[src/rtl/pmc_pkg.sv]
package pmc_pkg;

   typedef enum logic {
      PM_FULL    = 1'b0,
      PM_STANDBY = 1'b1
   } pm_state_e;

   // Bits needed to hold values 0..maxval
   function automatic int unsigned cnt_width(input int unsigned maxval);
      return (maxval < 2) ? 1 : $clog2(maxval + 1);
   endfunction

endpackage

[src/rtl/pmc_input_qual.sv]
// Synchronises one request line and qualifies it by a run of asserted samples.
module pmc_input_qual #(
   parameter bit          ACTIVE_LOW  = 1'b0,
   parameter int unsigned SYNC_STAGES = 2,
   parameter int unsigned HOLD_CYCLES = 4
) (
   input  logic clk_i,
   input  logic rst_ni,
   input  logic raw_i,
   output logic qual_o
);
   localparam int unsigned CW = pmc_pkg::cnt_width(HOLD_CYCLES);
   localparam logic [CW-1:0] HOLD_C = CW'(HOLD_CYCLES);

   initial begin : p_elab_chk
      assert (SYNC_STAGES >= 1) else $error("SYNC_STAGES must be at least 1");
      assert (HOLD_CYCLES >= 1) else $error("HOLD_CYCLES must be at least 1");
   end

   logic [SYNC_STAGES:0] chain;
   logic [CW-1:0]        run_cnt;
   logic                 sampled;

   // Normalise polarity so that 1 always means "asserted"
   generate
      if (ACTIVE_LOW) begin : g_inv
         assign chain[0] = ~raw_i;
      end else begin : g_dir
         assign chain[0] = raw_i;
      end
   endgenerate

   for (genvar s = 0; s < SYNC_STAGES; s++) begin : g_sync
      always_ff @(posedge clk_i or negedge rst_ni) begin
         if (!rst_ni) chain[s+1] <= 1'b0;
         else         chain[s+1] <= chain[s];
      end
   end

   assign sampled = chain[SYNC_STAGES];

   always_ff @(posedge clk_i or negedge rst_ni) begin
      if (!rst_ni)                run_cnt <= '0;
      else if (!sampled)          run_cnt <= '0;
      else if (run_cnt != HOLD_C) run_cnt <= run_cnt + 1'b1;
   end

   assign qual_o = (run_cnt == HOLD_C);

   AST_RUN_SATURATES: assert property (@(posedge clk_i) disable iff (!rst_ni)
      run_cnt <= HOLD_C);
   AST_QUAL_FROM_INPUT: assert property (@(posedge clk_i) disable iff (!rst_ni)
      $rose(qual_o) |-> $past(sampled));
   AST_DROP_CLEARS: assert property (@(posedge clk_i) disable iff (!rst_ni)
      !sampled |=> !qual_o);

endmodule

[src/rtl/pmc_blank_timer.sv]
// Counts down the wake blanking window after each standby entry.
module pmc_blank_timer #(
   parameter int unsigned BLANK_CYCLES = 98304
) (
   input  logic clk_i,
   input  logic rst_ni,
   input  logic start_i,
   output logic active_o
);
   generate
      if (BLANK_CYCLES == 0) begin : g_none
         assign active_o = 1'b0;
      end else begin : g_count
         localparam int unsigned CW = pmc_pkg::cnt_width(BLANK_CYCLES);
         localparam logic [CW-1:0] LOAD_C = CW'(BLANK_CYCLES);
         logic [CW-1:0] left_q;

         always_ff @(posedge clk_i or negedge rst_ni) begin
            if (!rst_ni)             left_q <= '0;
            else if (start_i)        left_q <= LOAD_C;
            else if (left_q != '0)   left_q <= left_q - 1'b1;
         end

         assign active_o = (left_q != '0);

         AST_BLANK_LOAD: assert property (@(posedge clk_i) disable iff (!rst_ni)
            start_i |=> (left_q == LOAD_C));
         AST_BLANK_STEP: assert property (@(posedge clk_i) disable iff (!rst_ni)
            (active_o && !start_i) |=> (left_q == $past(left_q) - 1'b1));
      end
   endgenerate

endmodule

[src/rtl/pmc_state_core.sv]
// One-bit power state with arbitration and supply sequencing.
module pmc_state_core (
   input  logic clk_i,
   input  logic rst_ni,
   input  logic wake_any_i,
   input  logic sleep_q_i,
   input  logic blank_i,
   output logic enter_o,
   output logic standby_o,
   output logic main_en_o,
   output logic rx_en_o
);
   import pmc_pkg::*;

   pm_state_e state_q, state_d;
   logic      leave;
   logic      rx_q;

   // Wake has priority over sleep in full power
   assign enter_o = (state_q == PM_FULL) && sleep_q_i && !wake_any_i;
   assign leave   = (state_q == PM_STANDBY) && wake_any_i && !blank_i;

   always_comb begin
      state_d = state_q;
      if (enter_o)    state_d = PM_STANDBY;
      else if (leave) state_d = PM_FULL;
   end

   always_ff @(posedge clk_i or negedge rst_ni) begin
      if (!rst_ni) state_q <= PM_FULL;
      else         state_q <= state_d;
   end

   // Receiver supply: off with the main supply, on one cycle after it
   always_ff @(posedge clk_i or negedge rst_ni) begin
      if (!rst_ni) rx_q <= 1'b1;
      else         rx_q <= (state_d == PM_FULL) && (state_q == PM_FULL);
   end

   assign standby_o = (state_q == PM_STANDBY);
   assign main_en_o = (state_q == PM_FULL);
   assign rx_en_o   = rx_q;

   AST_WAKE_WINS: assert property (@(posedge clk_i) disable iff (!rst_ni)
      (!standby_o && sleep_q_i && wake_any_i) |=> !standby_o);
   AST_BLANK_HOLDS: assert property (@(posedge clk_i) disable iff (!rst_ni)
      (standby_o && blank_i) |=> standby_o);
   AST_SLEEP_QUALIFIED: assert property (@(posedge clk_i) disable iff (!rst_ni)
      $rose(standby_o) |-> $past(sleep_q_i));
   AST_RX_NEEDS_MAIN: assert property (@(posedge clk_i) disable iff (!rst_ni)
      rx_en_o |-> main_en_o);
   AST_RX_LAGS_MAIN: assert property (@(posedge clk_i) disable iff (!rst_ni)
      $rose(main_en_o) |-> !rx_en_o);
   AST_WAKE_NEEDS_REQ: assert property (@(posedge clk_i) disable iff (!rst_ni)
      $fell(standby_o) |-> $past(wake_any_i));

endmodule

[src/rtl/pwr_mode_ctrl.sv]
module pwr_mode_ctrl #(
   parameter int unsigned SYNC_STAGES  = 2,
   parameter int unsigned WAKE_RX_HOLD = 8,
   parameter int unsigned ALARM_HOLD   = 2,
   parameter int unsigned SLEEP_HOLD   = 3277,
   parameter int unsigned BLANK_CYCLES = 98304
) (
   input  logic clk_i,
   input  logic rst_ni,
   input  logic wake_rx_i,
   input  logic alarm_n_i,
   input  logic sleep_req_i,
   output logic standby_o,
   output logic main_reg_en_o,
   output logic rx_supply_en_o
);
   initial begin : p_elab_chk
      assert (SLEEP_HOLD >= WAKE_RX_HOLD && SLEEP_HOLD >= ALARM_HOLD)
         else $error("sleep must be filtered at least as heavily as wake");
   end

   logic rx_wake_q, alarm_q, sleep_q, wake_any, blank, enter;

   pmc_input_qual #(.ACTIVE_LOW(1'b0), .SYNC_STAGES(SYNC_STAGES), .HOLD_CYCLES(WAKE_RX_HOLD))
      i_qual_rx (.clk_i(clk_i), .rst_ni(rst_ni), .raw_i(wake_rx_i), .qual_o(rx_wake_q));

   pmc_input_qual #(.ACTIVE_LOW(1'b1), .SYNC_STAGES(SYNC_STAGES), .HOLD_CYCLES(ALARM_HOLD))
      i_qual_alarm (.clk_i(clk_i), .rst_ni(rst_ni), .raw_i(alarm_n_i), .qual_o(alarm_q));

   pmc_input_qual #(.ACTIVE_LOW(1'b0), .SYNC_STAGES(SYNC_STAGES), .HOLD_CYCLES(SLEEP_HOLD))
      i_qual_sleep (.clk_i(clk_i), .rst_ni(rst_ni), .raw_i(sleep_req_i), .qual_o(sleep_q));

   assign wake_any = rx_wake_q | alarm_q;

   pmc_blank_timer #(.BLANK_CYCLES(BLANK_CYCLES))
      i_blank (.clk_i(clk_i), .rst_ni(rst_ni), .start_i(enter), .active_o(blank));

   pmc_state_core i_core (
      .clk_i     (clk_i),
      .rst_ni    (rst_ni),
      .wake_any_i(wake_any),
      .sleep_q_i (sleep_q),
      .blank_i   (blank),
      .enter_o   (enter),
      .standby_o (standby_o),
      .main_en_o (main_reg_en_o),
      .rx_en_o   (rx_supply_en_o)
   );

   AST_MAIN_INVERSE: assert property (@(posedge clk_i) disable iff (!rst_ni)
      main_reg_en_o != standby_o);

endmodule

[config.mk]
export PLATFORM = sky130hd
export DESIGN_NAME = pwr_mode_ctrl
export DESIGN_NICKNAME = d
export VERILOG_FILES = /design/src/rtl/pmc_pkg.sv /design/src/rtl/pmc_input_qual.sv /design/src/rtl/pmc_blank_timer.sv /design/src/rtl/pmc_state_core.sv /design/src/rtl/pwr_mode_ctrl.sv
export SDC_FILE = /design/constraint.sdc
export NUM_CORES = 1
export LEC_CHECK = 0
export BUFFER_PORTS_ARGS = -buffer_cell sky130_fd_sc_hd__buf_2
export CAP_MARGIN = 20
export CELL_PAD_IN_SITES_DETAIL_PLACEMENT = 1
export CELL_PAD_IN_SITES_GLOBAL_PLACEMENT = 1
export CORE_MARGIN = 2
export CORE_UTILIZATION = 25
export DETAILED_ROUTE_END_ITERATION = 6
export PLACE_DENSITY = 0.49
export SYNTH_ARGS = -nofsm -noshare
export SYNTH_HDL_FRONTEND = slang
export SYNTH_SLANG_ARGS = --single-unit
[constraint.sdc]
create_clock -name clk_i -period 2.4 [get_ports clk_i]
set_clock_uncertainty 0.2 [all_clocks]
set_input_delay 0.12 -clock clk_i [delete_from_list [all_inputs] [get_ports clk_i]]
set_output_delay 0.12 -clock clk_i [all_outputs]
set_load 0.1 [all_outputs]
==> flow_results.org, run 1 <==
** GRT
- The first global-routing pass estimated 9320 um of wire.
- Global-route congestion overflow total :: 0
- Entering global routing, the biggest net connects 22 pins.
- Across every metal layer, demand over resource in global routing totals 12.2%.
- The initial antenna violation count was 0.
- The via count of the first global-routing pass was 1920.

** Detailed routing
- Routed length per instance :: 14.6 um
- Detailed-route DRC error count :: 0
- Routed via count divided by cell count :: 4.91
- The routed layout has 1757 vias.
- The first detailed-routing pass ran for 4 iterations.
- After the first detailed-routing iteration, the DRC count stood at 30.
- Remaining antenna violation count after routing :: 0
- Routed WL :: 5220 um

** Synth
- Top post-synthesis cells by area :: sky130_fd_sc_hd__dfrtp_1, sky130_fd_sc_hd__a21oi_1, sky130_fd_sc_hd__o21ai_0, sky130_fd_sc_hd__ha_1, sky130_fd_sc_hd__nor2_1
- The biggest area contributor in the post-synthesis netlist is sky130_fd_sc_hd__dfrtp_1.
- The synthesized design contains 0 enable-type register cells.
- Post-synth ARST share :: 100%
- Proportion of synthesized chip area in sequential cells :: 50.2%
- Syn avg cell area :: 9.62 um2
- By instance count, the leading cell after synthesis is sky130_fd_sc_hd__dfrtp_1.
- Count of different cell masters after synthesis :: 36
- Post-synthesis sequential element count :: 43
- In the synthesized netlist, the number of instances is 223.
- For this run, the leading register cell type out of synthesis is sky130_fd_sc_hd__dfrtp_1.
- Synthesized cell area :: 2150 um2
- During synthesis, Yosys emitted a total of 0 warnings.
- Counting instances in the post-synthesis netlist gives the leading cell types as sky130_fd_sc_hd__dfrtp_1, sky130_fd_sc_hd__nor2_1, sky130_fd_sc_hd__a21oi_1, sky130_fd_sc_hd__o21ai_0, sky130_fd_sc_hd__nor3_1.
- Share of the synthesized area in the top cell type :: 49.0%
- Total nets after synthesis :: 234

** Floorplan
- The initialized floorplan defines 33 standard-cell rows.
- The core region is 8260 um2.
- Die W :: 96.6 um
- 8 I/O pins were placed.
- Y dimension of the die :: 96.6 um
- Initial Utilization :: 26.0%
- Die Area :: 9340 um2

** STA
- Worst Tran Pin Value :: 0.508 ns
- Count of final max-slew check failures :: 0
- Least setup slack across all paths after layout :: 0.208 ns
- Setup-violating endpoint count in the final report :: 0
- Final period utilization :: 91.3%
- RSZ-0062 raised after global routing :: false
- Measured against its own limit, the worst slew margin works out to 65.9%.
- The worst path needs 2.19 ns of the cycle, external delays included.
- The tightest hold path in the finished design has a slack of 0.0392 ns.
- The count of endpoints failing hold in the final timing report was 0.
- Peak clock frequency supported by timing :: 456 MHz
- For the final routed database, the setup TNS stands at 0 ns.

** Critical path
- R2r worst-path depth :: 6
- The setup path with the least slack is of type flop to flop.
- Maximum net fanout on the critical path :: 8
- At the worst endpoint, the arrival time is 2.21 ns.
- In this run the critical register-to-register path is launched from i_blank.g_count.left_q[0].
- Reg2reg setup slack :: 0.21 ns
- The worst register-to-register path ends at i_blank.g_count.left_q[14].
- Type of origin of the critical path :: flop
- STA classifies the critical path endpoint as a flop.
- Worst Path Required :: 2.42 ns

** Cells and area
- The number of antenna diodes in the final layout is 0.
- Of the cells placed in the final design, the portion with a size suffix greater than 1 is 13.0%.
- Filler instances :: 970
- The final layout contains 263 nets.
- Layout area overhead :: 17.8%
- Final design utilization :: 30.6%
- Summing all non-filler instances in the final layout gives an area of 2530 um2.

** Clock tree
- Buffer levels on the longest clock path :: 2
- CTS placed an instance of sky130_fd_sc_hd__clkbuf_8 at the clock tree root.
- After clock tree synthesis, the clock-pin slew on the worst setup and hold paths is 0.09 ns.
- TritonCTS clock tree :: built
- Post-CTS Resized :: 0
- Number of sinks handled by clock tree synthesis :: 43
- Depth of the CTS H-tree :: 2
- Buffers added to address setup during post-CTS repair amount to 0.
- Hold Buf Count CTS :: 4
- Clock insertion delay at the later pin of the skew report :: 0.30 ns
- Number of clock buffers inserted by TritonCTS :: 5

** Place
- Prior to clock tree synthesis, the placed netlist has a worst setup slack of 0.199 ns.
- In this run the cell area measured after placement is 2410 um2.
- At the end of routability-driven placement, the weighted congestion stood at 0.762.
- Port buffer count :: 7
- Half-perimeter wire length of the detailed placement result :: 3870 um

** Power and ir drop
- In this run the static leakage power is 1.14 nW.
- Dividing total power by cell area gives a power density of 528 nW/um2.
- Largest voltage drop on the vdd net :: 0.000207 V

** Outcome
- The flow ran to the end, and the final reports show no timing, DRC or antenna violations.

** Hold path
- Class of the tightest hold or removal check :: primary input to asynchronous set/reset pin

** Run
- The tool flagged a number of max-cap violations equal to 0.
## power by group
part | switching (mW) | total, mW | internal [mW]
clock | 0.251 | 0.456 | 0.205
combinational | 0.0613 | 0.112 | 0.0506
sequential | 0.0178 | 0.767 | 0.750
## kinds of logic (layout without fill, tap and decap cells)
family                   Yosys count  count (layout)  share of synthesized area (%)
AND/OR/NAND/NOR                  102             102                           26.6
flip-flops                        43              43                           50.2
AO/OA/AOI/OAI                     41              41                           10.7
buffers and inverters             17              47                           3.03
XOR/XNOR                          11              11                           4.49
adder cells (fa/ha/maj)            6               6                           3.50
multiplexers                       3               3                           1.40
## area by class of cell
cell class	instances	area (um2)	area share, %
inverter	14	52.6	2.08
clock inverter	1	5.00	0.198
sequential	43	1080	42.7
tap	105	131	5.20
multi-input combinational	163	1000	39.7
clock buffer	7	76.3	3.02
timing repair buffer	25	180	7.13
## worst max-delay path by stage
stage | from | end | slack, ns | cells after the start
after floorplan | i_core.standby_o | i_blank.g_count.left_q[5] | 0.24 | 4
after global placement | i_qual_sleep.run_cnt[1] | i_blank.g_count.left_q[5] | 0.20 | 6
after detailed placement | i_qual_sleep.run_cnt[1] | i_blank.g_count.left_q[5] | 0.20 | 6
after CTS | i_qual_sleep.run_cnt[1] | i_blank.g_count.left_q[5] | 0.19 | 6
after global routing | i_qual_sleep.run_cnt[1] | i_blank.g_count.left_q[5] | 0.05 | 6
final | i_blank.g_count.left_q[0] | i_blank.g_count.left_q[14] | 0.21 | 6
## placed cells by master (no fill, tap or decap), types with 2 or more instances in the layout
master | netlist | routed
sky130_fd_sc_hd__a21oi_1 | 16 | 16
sky130_fd_sc_hd__and2_1 | 6 | 6
sky130_fd_sc_hd__and3_1 | 4 | 4
sky130_fd_sc_hd__buf_2 | 1 | 7
sky130_fd_sc_hd__buf_4 | 0 | 14
sky130_fd_sc_hd__clkbuf_1 | 2 | 2
sky130_fd_sc_hd__clkbuf_8 | 0 | 5
sky130_fd_sc_hd__dfrtp_1 | 42 | 41
sky130_fd_sc_hd__dlygate4sd3_1 | 0 | 4
sky130_fd_sc_hd__ha_1 | 6 | 6
sky130_fd_sc_hd__inv_1 | 14 | 14
sky130_fd_sc_hd__mux2i_1 | 3 | 3
sky130_fd_sc_hd__nand2_1 | 10 | 10
sky130_fd_sc_hd__nand3_1 | 9 | 9
sky130_fd_sc_hd__nand3b_1 | 2 | 2
sky130_fd_sc_hd__nand4_1 | 7 | 7
sky130_fd_sc_hd__nand4b_1 | 2 | 2
sky130_fd_sc_hd__nor2_1 | 20 | 20
sky130_fd_sc_hd__nor2b_1 | 2 | 2
sky130_fd_sc_hd__nor3_1 | 15 | 15
sky130_fd_sc_hd__nor4_1 | 5 | 5
sky130_fd_sc_hd__o21a_1 | 3 | 3
sky130_fd_sc_hd__o21ai_0 | 16 | 16
sky130_fd_sc_hd__o31ai_1 | 3 | 3
sky130_fd_sc_hd__or3_1 | 8 | 8
sky130_fd_sc_hd__or4_1 | 5 | 5
sky130_fd_sc_hd__xnor2_1 | 6 | 6
sky130_fd_sc_hd__xor2_1 | 5 | 5
## per-layer routing
metal | GRT usage, % | vias to the layer above | wire [um]
met5 | 0 | - | 0
met4 | 3.90 | 0 | 89
met2 | 20.4 | 14 | 2550
met3 | 3.47 | 8 | 108
met1 | 15.2 | 879 | 2470
li1 | - | 856 | -
## critical path, cell delays in order, from the launching register on
cell	delay [ns]
sky130_fd_sc_hd__dfrtp_1	0.43
sky130_fd_sc_hd__inv_1	0.07
sky130_fd_sc_hd__ha_1	0.19
sky130_fd_sc_hd__nor2b_1	0.21
sky130_fd_sc_hd__nand3_1	0.28
sky130_fd_sc_hd__or4_1	0.55
sky130_fd_sc_hd__a21oi_1	0.18
## flip-flops by register name, indices dropped and copies added (netlist names)
register	flops
i_blank.g_count.left_q	17
i_qual_sleep.run_cnt	12
i_qual_rx.run_cnt	4
i_qual_alarm.run_cnt	2
i_core.rx_en_o	1
i_core.standby_o	1
i_qual_alarm.chain	1
i_qual_alarm.sampled	1
i_qual_rx.chain	1
i_qual_rx.sampled	1
i_qual_sleep.chain	1
i_qual_sleep.sampled	1
## metrics by stage
step | instances | power [mW]
after floorplan | 223 | 0.848
after global placement | 346 | 0.888
after detailed placement | 346 | 0.894
after CTS | 358 | 1.37
after global routing | 358 | 1.41
final | 358 | 1.33
(Power assumes the default switching activity.)
==> run 2: changes to the inputs <==
--- a/config.mk
+++ b/config.mk
@@ -12,7 +12,7 @@
 export CORE_MARGIN = 2
 export CORE_UTILIZATION = 25
 export DETAILED_ROUTE_END_ITERATION = 6
-export PLACE_DENSITY = 0.49
+export PLACE_DENSITY_LB_ADDON = 0.1
 export SYNTH_ARGS = -nofsm -noshare
 export SYNTH_HDL_FRONTEND = slang
 export SYNTH_SLANG_ARGS = --single-unit
==> run 2 against run 1 <==
- register-to-register slack improved by 0.02 ns
- sequential power about the same
- non-clock buffer count shrank 1
- clock power rose by 25%
- first-iteration DRC count grew 63%
- critical path type unchanged
- largest cell class unchanged
==> flow_results.org, run 2 (same netlist as run 1, synthesis figures left out) <==
** GRT
- First-pass GRT wire length :: 9270 um
- Global routing used 12.0% of the available tracks across all layers.
- The via count of the first global-routing pass is 1874.
- For this run the aggregate overflow at the end of global routing stands at 0.
- The initial antenna violation count was 0.
- Largest net degree at the start of global routing :: 32

** Critical path
- Reg2reg setup slack :: 0.23 ns
- STA puts the critical path data required time at 2.42 ns.
- Worst endpoint data arrival time :: 2.20 ns
- For this design, the slowest cell found on the critical path is sky130_fd_sc_hd__or4_4.
- The critical path in this run is classified as flop to flop.
- Slowest cell delay on critical path :: 0.58 ns
- Element type at the critical path end :: flop
- Maximum net fanout on the critical path :: 5
- Critical path, cell by cell :: or4_4 -> or3_1 -> or4_1 -> a21oi_1
- R2r worst-path depth :: 4
- The worst setup path is launched from a flop.

** Floorplan
- The floorplan step set the die width to 96.6 um.
- Once the floorplan was initialized, standard cells occupied 26.0% of the core.
- Die Area :: 9340 um2
- The floorplan step defined a core boundary enclosing 8260 um2.
- For this design the top-level I/O count stands at 8.
- Y dimension of the die :: 96.6 um
- After floorplanning, the core was divided into 33 placement rows.

** Detailed routing
- Number of search-and-repair iterations in the first detailed-routing pass :: 4
- In the final routed layout, each cell accounts on average for 14.7 um.
- Routed via count divided by cell count :: 4.82
- After detailed routing, the number of remaining DRC violations is 0.
- In this run the remaining antenna-violating nets after routing total 0.
- Routed WL :: 5240 um
- The detailed router placed 1721 vias in this run.
- Violation count after the first detailed-route iteration :: 49

** Place
- Worst slack after detailed placement :: 0.239 ns
- After detailed placement, the design holds a cell count of 345.
- The congestion estimate from routability-driven global placement came to 0.738.
- Port buffer count :: 7
- Once detailed placement completed, the half-perimeter wirelength came to 3750 um.

** Cells and area
- Layout area overhead :: 18.6%
- The register with the most flip-flops in the layout has 17 of them.
- Register with the most flip-flops :: i_blank.g_count.left_q
- Area taken by flip-flops and latches :: 1080 um2
- Final #Nets :: 262
- Commonest non-fill, non-tap cells in the layout :: sky130_fd_sc_hd__dfrtp_1, sky130_fd_sc_hd__nor2_1, sky130_fd_sc_hd__o21ai_0, sky130_fd_sc_hd__a21oi_1, sky130_fd_sc_hd__nor3_1
- Filler instances :: 972
- Final Instance Count excl. Fillers :: 357
- Largest regs :: i_blank.g_count.left_q x17, i_qual_sleep.run_cnt x12, i_qual_rx.run_cnt x4
- Number of inserted diodes :: 0
- The post-route netlist has 12.7% of its cells at a drive strength greater than 1.
- Leading cell type in the layout, fill and taps excluded :: sky130_fd_sc_hd__dfrtp_1
- In the final layout, the multi-input gates occupy 1000 um2.

** Hold path
- The min-delay analysis places its worst path in the category primary input to asynchronous set/reset pin.

** STA
- Subtracting the final worst setup slack from the clock period gives 2.17 ns.
- The count of endpoints failing hold in the final timing report is 0.
- Least setup slack across all paths after layout :: 0.227 ns
- At the pin with the least slew margin, the transition time is 0.507 ns.
- Peak clock frequency supported by timing :: 460 MHz
- Setup repair after global routing left no endpoint under its margin.
- Count of final max-slew check failures :: 0
- After layout, the worst path uses 90.6% of the clock period.
- Setup violations remaining at the end of the flow were counted as 0.
- Normalized max-slew margin :: 65.9%
- Setup total negative slack on the finished layout was measured at 0 ns.

** Clock tree
- The clock reaches the later pin of the worst-skew pair after 0.30 ns.
- Cell chosen for the clock root :: sky130_fd_sc_hd__clkbuf_8
- Buffer levels on the longest clock path :: 2
- Clock transition at the register clock pins on the worst setup and hold paths after CTS :: 0.08 ns
- In this run the number of H-tree levels came out at 2.
- The clock net in this run drives a total of 43 sinks.
- Buffers added to address setup during post-CTS repair amount to 0.
- TritonCTS clock tree :: built
- Buffers inserted during clock tree synthesis total 5.

** Power and ir drop
- LEAKAGE :: 1.15 nW
- Power density of the placed cells :: 569 nW/um2
- Largest voltage drop on the vdd net :: 0.000218 V

** Outcome
- The flow ran to the end, and the final reports show no timing, DRC or antenna violations.

** Run
- Total of max-cap violations :: 0
-- run 2: cell types whose count changed in the layout (fill, tap and decap cells not counted), sizes merged --
cell	delta
buf	-1
clkinv	-1
bufinv	+1
-- run 2: layer usage --
metal | up-vias | GRT usage, % | wire length (um)
li1 | 855 | - | -
met1 | 847 | 15.9 | 2660
met2 | 12 | 19.9 | 2420
met3 | 7 | 2.17 | 86
met4 | 0 | 3.90 | 79
met5 | - | 0 | 0
-- run 2: where the power goes --
group	total, mW	leakage, nW	switching (mW)	internal, mW
Combinational	0.109	0.519	0.0600	0.0489
Sequential	0.767	0.575	0.0174	0.750
Clock	0.572	0.0524	0.260	0.312
-- run 2: layout make-up --
cell class	instances	share of cell area, %
Sequential cell	43	42.4
Multi-Input combinational cell	163	39.4
Timing Repair Buffer	24	6.78
Tap cell	105	5.16
Clock buffer	7	3.00
Inverter	14	2.06
Clock inverter	1	1.18
-- run 2: through the flow --
| stage | total power, mW | instance area [um2] | utilization (%) | hold WS (ns) |
|---|---|---|---|---|
| 2_1_floorplan | 0.848 | 2150 | - | -0.376 |
| 4_1_cts | 1.48 | 2540 | 30.8 | 0.0587 |
| 3_5_place_dp | 0.891 | 2400 | 29.0 | -0.158 |
| 5_1_grt | 1.53 | 2540 | 30.8 | 0.0834 |
| 3_3_place_gp | 0.888 | 2400 | 29.0 | -0.169 |
| 6_report | 1.45 | 2540 | 30.8 | 0.0472 |
-- run 2: path summary, 6_finish.rpt --
path | start | end
max | i_blank.g_count.left_q[11] | i_blank.g_count.left_q[14]
min reg2reg | i_qual_sleep.chain[1] | i_qual_sleep.sampled
max in group asynchronous | rst_ni | i_core.rx_en_o
min in group clk_i | i_qual_sleep.chain[1] | i_qual_sleep.sampled
min | rst_ni | i_qual_rx.run_cnt[2]
max reg2reg | i_blank.g_count.left_q[11] | i_blank.g_count.left_q[14]
-- run 2: worst max-delay path, delay by kind of cell (launching register included) --
| kind | cells | cell delay, ns |
|---|---|---|
| and+or+nand+nor | 3 | 1.33 |
| DFF | 1 | 0.42 |
| AOI/OAI and AO/OA | 1 | 0.15 |
-- run 2: repair_timing --
item | CTS | global route
hold buffers | 4 | 0
gates resized for setup | 0 | 0
setup endpoints to repair | 0 | 0
endpoints found under the hold margin | 45 | 0
==> run 3: changes to the inputs <==
--- a/config.mk
+++ b/config.mk
@@ -10,7 +10,7 @@
 export CELL_PAD_IN_SITES_DETAIL_PLACEMENT = 1
 export CELL_PAD_IN_SITES_GLOBAL_PLACEMENT = 1
 export CORE_MARGIN = 2
-export CORE_UTILIZATION = 25
+export CORE_UTILIZATION = 30
 export DETAILED_ROUTE_END_ITERATION = 6
 export PLACE_DENSITY_LB_ADDON = 0.1
 export SYNTH_ARGS = -nofsm -noshare
==> constraint.sdc (replaced) <==
create_clock -name clk_i -period 2.4 [get_ports clk_i]
set_clock_uncertainty 0.2 [all_clocks]
set_input_delay 0.24 -clock clk_i [delete_from_list [all_inputs] [get_ports clk_i]]
set_output_delay 0.24 -clock clk_i [all_outputs]
set_load 0.1 [all_outputs]
==> run 3 against run 2 <==
- cell count is 2.5% lower
- non-clock buffer count stayed put
- wire length is 4.7% lower
- flip-flop and latch count stayed put
- first-iteration DRC count is 4.1% lower
- hold slack better by 0.11 ns
- count of clock-buffer cells in the layout is 1 higher
- cell area is 0.69% lower
- sequential share of layout area is 0.29 points higher
==> flow_results.org, run 3 (same netlist as run 1, synthesis figures left out) <==
** Outcome
- The flow ran to the end, and the final reports show no timing, DRC or antenna violations.

** STA
- The worst pin sits at a relative slew slack of 54.1%.
- Derived from the worst setup path, the maximum achievable clock frequency is 464 MHz.
- Subtracting the final worst setup slack from the clock period gives 2.16 ns.
- RSZ-0062 raised after global routing :: false
- The worst path uses 89.8% of the clock period.
- Setup violations remaining at the end of the flow were counted as 0.
- Worst Tran Pin Value :: 0.688 ns
- Count of final max-slew check failures :: 0
- Final-report hold violation count :: 0
- Final TNS setup :: 0 ns

** Hold path
- The worst hold path belongs to the class flop to flop.
- The worst hold path begins at i_qual_sleep.chain[1].

** Cells and area
- The register with the most flip-flops in the final layout is i_blank.g_count.left_q.
- In the final layout, the share of cells above drive strength 1 is 13.1%.
- The area growth from synthesis to layout is 17.8%.
- Leading cell type in the layout, fill and taps excluded :: sky130_fd_sc_hd__dfrtp_1
- The register with the most flip-flops in the layout has 17 of them.
- The library cells used most frequently in the layout, excluding fill and tap cells, are sky130_fd_sc_hd__dfrtp_1, sky130_fd_sc_hd__nor2_1, sky130_fd_sc_hd__o21ai_0, sky130_fd_sc_hd__a21oi_1, sky130_fd_sc_hd__nor3_1.
- After the last flow step, the layout net total stands at 262.
- 0 antenna diodes ended up in the layout.
- The largest registers in the layout are i_blank.g_count.left_q x17, i_qual_sleep.run_cnt x12, i_qual_rx.run_cnt x4.

** Floorplan
- Core area :: 6870 um2
- Initial Utilization :: 31.2%
- Row Count :: 30
- Y dimension of the die :: 88.6 um
- The die is 88.6 um wide.
- The die covers 7850 um2.
- For this design the top-level I/O count stands at 8.

** GRT
- In this run the most used layer during global routing was met2.
- The via count of the first global-routing pass is 1825.
- Number of antenna violations at the first check in global routing :: 0
- In the global route stage, met1 resource usage came out at 18.8%.
- Global routing used 14.4% of the available tracks.
- The first global-routing pass estimated 8710 um of wire.
- Largest net degree at the start of global routing :: 31
- Global routing finished with a remaining overflow of 0.
- Global routing consumed, on the met3 layer, 2.80% of the routing resources.
- Global routing used 24.5% of the available met2 tracks.

** Detailed routing
- Violation count after the first detailed-route iteration :: 47
- Routed length per instance :: 14.4 um
- Remaining antenna violation count after routing :: 0
- The detailed router placed 1688 vias in this run.
- Routed via count divided by cell count :: 4.85
- The first detailed-routing pass took 4 iterations.
- After detailed routing, the number of remaining DRC violations is 0.
- Routed WL :: 5000 um

** Power and ir drop
- In this run the power density over the cells is 545 nW/um2.
- In this run the static leakage power is 1.15 nW.
- After layout, the design draws a total of 1.38 mW.
- Across the VDD grid, the largest voltage drop is 0.000273 V.

** Clock tree
- After clock tree synthesis, the clock-pin slew on the worst setup and hold paths is 0.08 ns.
- TritonCTS clock tree :: built
- Number of sinks handled by clock tree synthesis :: 43
- Post-CTS repair changed the size of 0 cells.
- Cell chosen for the clock root :: sky130_fd_sc_hd__clkbuf_8
- Clock insertion delay at the later pin of the skew report :: 0.29 ns
- Counting along the longest clock path gives a buffer depth of 2.
- Number of clock buffers inserted by TritonCTS :: 5
- The H-tree was split into 2 levels.

** Place
- Input and output buffers added on the ports amount to 7.
- Detailed placement finished with a half-perimeter wire length of 3620 um.
- Last weighted congestion value of the routability-driven placer :: 0.736

** Critical path
- For the worst setup path, the data required time is 2.37 ns.
- Category of the critical setup timing path :: flop to flop
- STA classifies the critical path startpoint as a flop.
- Tracing the worst setup path back leads to its startpoint at i_qual_sleep.run_cnt[1].
- The worst register-to-register path begins at i_qual_sleep.run_cnt[1].
- Element type at the critical path end :: flop
- The largest individual stage delay along the critical path comes from the cell sky130_fd_sc_hd__or4_1.
- Along the worst path, the maximum fanout reaches 6.
- Worst endpoint data arrival time :: 2.13 ns
- In this design, the stage delay of the slowest critical-path cell is 0.67 ns.
- Walking the worst path, the cells encountered are inv_1 -> ha_1 -> nand4b_1 -> or4_1 -> nor2_1 -> nor3_1.

** Run
- Total of max-cap violations :: 0
[run 3: cell count changes in the layout (fill, tap and decap cells not counted)]
cell / delta
sky130_fd_sc_hd__clkbuf_8: +2
sky130_fd_sc_hd__bufinv_16: -1
sky130_fd_sc_hd__clkbuf_1: -1
[run 3: worst max-delay path: cells and delay by family, from the launching register on]
family / cells / cell delay [ns]
flip-flops: 1 / 0.41
AND/OR/NAND/NOR: 4 / 1.21
adder cells (fa/ha/maj): 1 / 0.14
buffers and inverters: 1 / 0.07
[run 3: per-layer routing]
layer,vias up,part of all wire (%)
li1,855,-
met1,821,48
met2,7,49
met3,5,1.4
met4,0,1.1
met5,-,0
[run 3: path summary, 6_finish.rpt]
kind | endpoint | slack (ns) | cells past startpoint
worst min-delay path | i_qual_sleep.sampled | 0.15 | 0
worst max register to register | i_blank.g_count.left_q[4] | 0.24 | 6
max in group asynchronous | i_qual_sleep.run_cnt[3] | 1.07 | 3
worst max-delay path | i_blank.g_count.left_q[4] | 0.24 | 6
worst min register to register | i_qual_sleep.sampled | 0.15 | 0
min in group asynchronous | i_blank.g_count.left_q[9] | 0.32 | 2
[run 3: final cells by class]
type	instances	area [um2]
clock buffers	8	100
fillers	798	4340
inverters	14	52.6
multi-input cells	163	1000
flip-flops and latches	43	1080
well taps	96	120
repair buffers	24	173
[run 3: through the flow]
| step | area (um2) | std cells | hold WS [ns] | util, % | worst slack, ns |
|---|---|---|---|---|---|
| finish | 2530 | 348 | 0.153 | 36.8 | 0.244 |
| floorplan | 2150 | 223 | -0.256 | - | 0.239 |
| CTS | 2530 | 348 | 0.156 | 36.8 | 0.219 |
| global route | 2530 | 348 | 0.170 | 36.8 | 0.0961 |
| detailed placement | 2390 | 336 | 0.136 | 34.8 | 0.243 |
| global placement | 2390 | 336 | 0.133 | 34.8 | 0.274 |
[run 3: report_power, final]
| group | switching [mW] | internal [mW] |
|---|---|---|
| sequential | 0.0178 | 0.750 |
| clock | 0.237 | 0.263 |
| combinational | 0.0605 | 0.0495 |
| total | 0.316 | 1.06 |
[run 3: timing repair]
item	in CTS	in global routing
hold buffers	4	0
hold endpoints to repair	30	0
setup buffers	0	0
